==> config.mk <==
export PLATFORM = sky130hd
export DESIGN_NAME = cmp_match_unit
export DESIGN_NICKNAME = d
export VERILOG_FILES = /design/src/rtl/cmp_match_pkg.sv /design/src/rtl/cmp_regs.sv /design/src/rtl/cmp_detect.sv /design/src/rtl/cmp_action.sv /design/src/rtl/cmp_match_unit.sv
export SDC_FILE = /design/constraint.sdc
export NUM_CORES = 1
export LEC_CHECK = 0
export ABC_AREA = 1
export ABC_CLOCK_PERIOD_IN_PS = 1810
export BUFFER_PORTS_ARGS = -buffer_cell sky130_fd_sc_hd__buf_2
export CORE_MARGIN = 2
export CORE_UTILIZATION = 49
export CTS_CLUSTER_DIAMETER = 100
export DETAILED_ROUTE_END_ITERATION = 10
export GPL_ROUTABILITY_DRIVEN = 0
export PLACE_DENSITY = 0.8
export SLEW_MARGIN = 30
export SYNTH_ARGS = -nofsm -noshare
export SYNTH_HDL_FRONTEND = slang
export SYNTH_SLANG_ARGS = --single-unit
==> constraint.sdc <==
create_clock -name clk_i -period 1.81 [get_ports clk_i]
set_input_delay 0.362 -clock clk_i [delete_from_list [all_inputs] [get_ports clk_i]]
set_output_delay 0.362 -clock clk_i [all_outputs]
set_load 0.01 [all_outputs]
==> src/rtl/cmp_match_pkg.sv <==
package cmp_match_pkg;
  localparam logic [3:0] MODE_OFF     = 4'b0000;
  localparam logic [3:0] MODE_TOGGLE  = 4'b0010;
  localparam logic [3:0] MODE_SET     = 4'b1000;
  localparam logic [3:0] MODE_CLR     = 4'b1001;
  localparam logic [3:0] MODE_SWINT   = 4'b1010;
  localparam logic [3:0] MODE_SPECIAL = 4'b1011;

  typedef struct packed {
    logic       sel;
    logic [3:0] mode;
  } ctrl_t;

  function automatic logic is_cmp_mode(logic [3:0] m);
    return (m == MODE_TOGGLE) || (m == MODE_SET) || (m == MODE_CLR) ||
           (m == MODE_SWINT) || (m == MODE_SPECIAL);
  endfunction
endpackage

==> src/rtl/cmp_regs.sv <==
module cmp_regs
  import cmp_match_pkg::*;
#(
  parameter int unsigned W = 16
) (
  input  logic         clk_i,
  input  logic         rst_ni,
  input  logic         we_i,
  input  logic         addr_i,
  input  logic [W-1:0] wdata_i,
  output logic [W-1:0] cmp_o,
  output ctrl_t        ctrl_o,
  output logic         zero_wr_o
);
  localparam int unsigned CW = $bits(ctrl_t);

  logic [W-1:0] cmp_q;
  ctrl_t        ctrl_q;

  always_ff @(posedge clk_i or negedge rst_ni) begin
    if (!rst_ni) begin
      cmp_q  <= '0;
      ctrl_q <= '0;
    end else if (we_i) begin
      if (addr_i) ctrl_q <= ctrl_t'(wdata_i[CW-1:0]);
      else        cmp_q  <= wdata_i;
    end
  end

  assign zero_wr_o = we_i && addr_i && (wdata_i[CW-1:0] == '0);
  assign cmp_o     = cmp_q;
  assign ctrl_o    = ctrl_q;
endmodule

==> src/rtl/cmp_detect.sv <==
module cmp_detect #(
  parameter int unsigned W     = 16,
  parameter int unsigned N_TMR = 2,
  localparam int unsigned SW   = (N_TMR > 1) ? $clog2(N_TMR) : 1
) (
  input  logic                  clk_i,
  input  logic                  rst_ni,
  input  logic [SW-1:0]         sel_i,
  input  logic [N_TMR-1:0][W-1:0] tmr_i,
  input  logic [W-1:0]          cmp_i,
  output logic                  match_o
);
  logic eq, eq_q;

  assign eq = (tmr_i[sel_i] == cmp_i);

  always_ff @(posedge clk_i or negedge rst_ni) begin
    if (!rst_ni) eq_q <= 1'b0;
    else         eq_q <= eq;
  end

  // act on the rising edge of equality only
  assign match_o = eq && !eq_q;
endmodule

==> src/rtl/cmp_action.sv <==
module cmp_action
  import cmp_match_pkg::*;
#(
  parameter int unsigned N_TMR = 2,
  localparam int unsigned SW   = (N_TMR > 1) ? $clog2(N_TMR) : 1
) (
  input  logic             clk_i,
  input  logic             rst_ni,
  input  logic             match_i,
  input  logic [3:0]       mode_i,
  input  logic [SW-1:0]    sel_i,
  input  logic             zero_wr_i,
  input  logic             flag_clr_i,
  input  logic             adc_en_i,
  output logic             latch_o,
  output logic             flag_o,
  output logic             trig_o,
  output logic [N_TMR-1:0] tmr_rst_o,
  output logic             adc_o
);
  logic          latch_q, flag_q, trig_q, adc_q;
  logic [SW-1:0] sel_q;
  logic          special;

  assign special = match_i && (mode_i == MODE_SPECIAL);

  always_ff @(posedge clk_i or negedge rst_ni) begin
    if (!rst_ni) begin
      latch_q <= 1'b0;
      flag_q  <= 1'b0;
      trig_q  <= 1'b0;
      adc_q   <= 1'b0;
      sel_q   <= '0;
    end else begin
      trig_q <= special;
      adc_q  <= special && adc_en_i;
      sel_q  <= sel_i;
      if (zero_wr_i) latch_q <= 1'b0;
      else if (match_i) begin
        unique case (mode_i)
          MODE_SET:    latch_q <= 1'b1;
          MODE_CLR:    latch_q <= 1'b0;
          MODE_TOGGLE: latch_q <= !latch_q;
          default:     latch_q <= latch_q;
        endcase
      end
      if (match_i && is_cmp_mode(mode_i)) flag_q <= 1'b1;
      else if (flag_clr_i)                flag_q <= 1'b0;
    end
  end

  for (genvar k = 0; k < N_TMR; k++) begin : g_rst
    assign tmr_rst_o[k] = trig_q && (sel_q == SW'(k));
  end

  assign latch_o = latch_q;
  assign flag_o  = flag_q;
  assign trig_o  = trig_q;
  assign adc_o   = adc_q;
endmodule

==> src/rtl/cmp_match_unit.sv <==
module cmp_match_unit
  import cmp_match_pkg::*;
#(
  parameter int unsigned W = 16
) (
  input  logic         clk_i,
  input  logic         rst_ni,
  input  logic         cfg_we_i,
  input  logic         cfg_addr_i,
  input  logic [W-1:0] cfg_wdata_i,
  input  logic         flag_clr_i,
  input  logic [W-1:0] tmr_a_i,
  input  logic [W-1:0] tmr_b_i,
  input  logic         adc_en_i,
  input  logic         pin_tris_i,
  output logic         pin_o,
  output logic         pin_oe_o,
  output logic         flag_o,
  output logic         trig_o,
  output logic         tmr_a_rst_o,
  output logic         tmr_b_rst_o,
  output logic         adc_start_o
);
  localparam int unsigned N_TMR = 2;

  logic [W-1:0]            cmp_val;
  ctrl_t                   ctrl;
  logic                    zero_wr, match;
  logic [N_TMR-1:0][W-1:0] tmr_vec;
  logic [N_TMR-1:0]        rst_vec;

  assign tmr_vec[0] = tmr_a_i;
  assign tmr_vec[1] = tmr_b_i;

  cmp_regs #(.W(W)) u_regs (
    .clk_i, .rst_ni,
    .we_i      (cfg_we_i),
    .addr_i    (cfg_addr_i),
    .wdata_i   (cfg_wdata_i),
    .cmp_o     (cmp_val),
    .ctrl_o    (ctrl),
    .zero_wr_o (zero_wr)
  );

  cmp_detect #(.W(W), .N_TMR(N_TMR)) u_detect (
    .clk_i, .rst_ni,
    .sel_i   (ctrl.sel),
    .tmr_i   (tmr_vec),
    .cmp_i   (cmp_val),
    .match_o (match)
  );

  cmp_action #(.N_TMR(N_TMR)) u_action (
    .clk_i, .rst_ni,
    .match_i    (match),
    .mode_i     (ctrl.mode),
    .sel_i      (ctrl.sel),
    .zero_wr_i  (zero_wr),
    .flag_clr_i (flag_clr_i),
    .adc_en_i   (adc_en_i),
    .latch_o    (pin_o),
    .flag_o     (flag_o),
    .trig_o     (trig_o),
    .tmr_rst_o  (rst_vec),
    .adc_o      (adc_start_o)
  );

  assign tmr_a_rst_o = rst_vec[0];
  assign tmr_b_rst_o = rst_vec[1];
  assign pin_oe_o    = !pin_tris_i;
endmodule

==> impl_metrics.ini <==
[grt]
overflow = 0
grt_pass1_wl_microns = 5930
antenna_found_initial = 0
track_usage = 0.206
grt_pass1_vias = 1495
grt_max_degree = 28

[logic_synthesis]
synthArstFlopShare = 1.00
yosysTopAreaCell = dfrtp_1
synth-main-ff-cell = dfrtp_1
synth_sequential_area_ratio = 0.414
synth_common_cells = nand2_1 (95), inv_1 (34), dfrtp_1 (27), nor2_1 (27), nand3_1 (18)
synth-edff-count = 0
yosysTopAreaCellShare = 0.414
syn_avg_cell_area_sq_um = 6.65
yosysMostFrequentCell = nand2_1
netlist_instances = 245
synth_nets = 300
synth_cell_types = 21
ys_ff_latch = 27
ys_warn_count = 0
ys_top_cells_by_area = dfrtp_1 (41%), nand2_1 (22%), inv_1 (7.8%)
syn_area_sq_um = 1630

[die]
dieWidth_microns = 61.7
core_sq_um = 3100
die_height_microns = 61.7
num_rows = 20
dieArea_sq_um = 3800
ioPinCount = 62
initial_core_util = 0.525

[power_and_ir_drop]
ir_worst_vdd_v = 0.000410
p_per_area_nw_per_um2 = 687
power.leakage_nw = 1.22
power_mw = 1.40

[clocking]
clock_latency_ns = 0.32
cts_tree = built
cts-root-buf = clkbuf_4
cts_hold_buf = 0
cts_made_buffers = 3
clk_pin_slew_worst_paths_ns = 0.15
htree_levels = 1
cts_sinks = 27
clk_path_buf_depth = 2

[sta]
setup_viol = 0
hold_violations = 0
finClkSkew_ns = 0.00863
maxSlewViolCount = 0
finalCritPeriodShare = 0.924
min_period_ns = 1.67
setup_tns_ns = 0
whs_ns = 0.0161
tightest_slew_ns = 0.587
maxSlewHeadroom = 0.609
fmax_mhz = 598

[routing]
wl_per_cell_microns = 9.69
vias_per_cell = 4.69
drt_iter0_drc = 80
drt_first_pass_iters = 4
num_vias = 1654
post-route-drc-count = 0
antenna_left = 0
drt_wl_total_microns = 3420

[worst_setup_path]
crit_path_start = u_regs.ctrl_o[4]$_DFFE_PN0P_
crit_required_ns = 2.05
timing.critical_path.to_type = flop
rr_startpoint = u_regs.ctrl_o[4]$_DFFE_PN0P_
worstPathMaxFanout = 12
arrival_ns = 1.91
ff2ff_path_depth = 13
cp-start-kind = flop
crit_type = flop to flop

[job]
cap_violations = 0

[finish]
num_antenna_cells = 0
drive_gt1_frac = 0.275
nNetsFinal = 365
area_growth_pct = 24.9
fin_util = 0.656

[worst_hold_path]
hold_path.class = primary input to async pin

[placement]
io_buffer_count = 61
dp_hpwl_microns = 2700

[run_status]
outcome = finished clean
[report_power, final]
part | total, mW | switching [mW] | internal (mW)
clock | 0.264 | 0.180 | 0.0843
sequential | 0.712 | 0.0439 | 0.668
combinational | 0.423 | 0.242 | 0.181
[layer usage]
layer,wire length [microns],global-route usage,vias up
met4,36,0.0669,0
met5,0,0,-
li1,-,-,884
met3,150,0.0294,4
met1,1650,0.272,717
met2,1590,0.349,49
[worst max-delay path, cell delays in order (launching register included)]
cell and delay, ns:
dfrtp_2 0.50, buf_6 0.17, nand2_1 0.09, nand2_1 0.06
nand2_1 0.06, nand2_1 0.06, nor2_2 0.11, nand2_1 0.09
nor2_2 0.09, nand3_2 0.12, nand2_2 0.09, nand2_1 0.05
nand2_1 0.05, nand2_1 0.05
[logic make-up (layout without fill, tap and decap cells)]
group,Yosys count,after routing,share of synthesized area
AO/OA/AOI/OAI,22,22,0.0714
buffers and inverters,41,105,0.109
flip-flops,27,27,0.414
multiplexers,1,1,0.00691
AND/OR/NAND/NOR,154,154,0.398
[registers in the layout, indices dropped and copies added (netlist names)]
register,cells
u_action.flag_o,1
u_detect.eq_q,1
u_regs.ctrl_o,5
u_action.adc_o,1
u_regs.cmp_o,16
u_action.latch_o,1
u_action.sel_q,1
u_action.trig_o,1
[cells in the final DEF, fill, tap and decap left out]
| cell | synthesis | layout |
|---|---|---|
| a21oi_1 | 12 | 12 |
| buf_2 | 0 | 61 |
| buf_4 | 1 | 3 |
| buf_6 | 2 | 2 |
| clkbuf_4 | 0 | 3 |
| clkinvlp_4 | 0 | 1 |
| dfrtp_1 | 27 | 26 |
| dfrtp_2 | 0 | 1 |
| inv_1 | 34 | 34 |
| inv_8 | 0 | 1 |
| mux2_2 | 1 | 1 |
| nand2_1 | 95 | 94 |
| nand2_2 | 6 | 7 |
| nand3_1 | 18 | 18 |
| nand3_2 | 1 | 1 |
| nand3b_1 | 3 | 3 |
| nand4_1 | 1 | 1 |
| nor2_1 | 27 | 25 |
| nor2_2 | 1 | 3 |
| nor3b_2 | 1 | 1 |
| nor4_1 | 1 | 1 |
| o211a_1 | 1 | 1 |
| o21ai_0 | 8 | 8 |
| o22ai_1 | 1 | 1 |
[worst paths after layout]
kind	end	slack, ns
max reg2reg	u_action.latch_o$_DFFE_PN0P_	0.14
max	u_action.latch_o$_DFFE_PN0P_	0.14
min in group clk_i	u_action.flag_o$_DFFE_PN0P_	0.21
min	u_regs.cmp_o[3]$_DFFE_PN0P_	0.02
min reg2reg	u_regs.ctrl_o[3]$_DFFE_PN0P_	0.52
max in group asynchronous	u_regs.ctrl_o[4]$_DFFE_PN0P_	1.38
[final cells by class]
cell class	instances	area [sq um]
multi-input cells	177	785
inverters	35	139
fillers	322	1070
well taps	44	55.1
flip-flops and latches	27	677
clock buffers	3	22.5
clock inverters	1	7.51
repair buffers	66	350
[metrics by stage]
stage,worst slack [ns],cell area (sq um),std cells
floorplan,0.248,1630,245
global placement,0.194,1980,348
detailed placement,0.146,1980,348
CTS,0.122,2010,352
global route,-0.00441,2040,353
finish,0.138,2040,353
[timing repair]
action	4_1_cts	5_1_grt
setup buffers	0	1
endpoints found under the setup margin	0	1
resized for setup	0	7
Power figures use the tool's default switching activity.
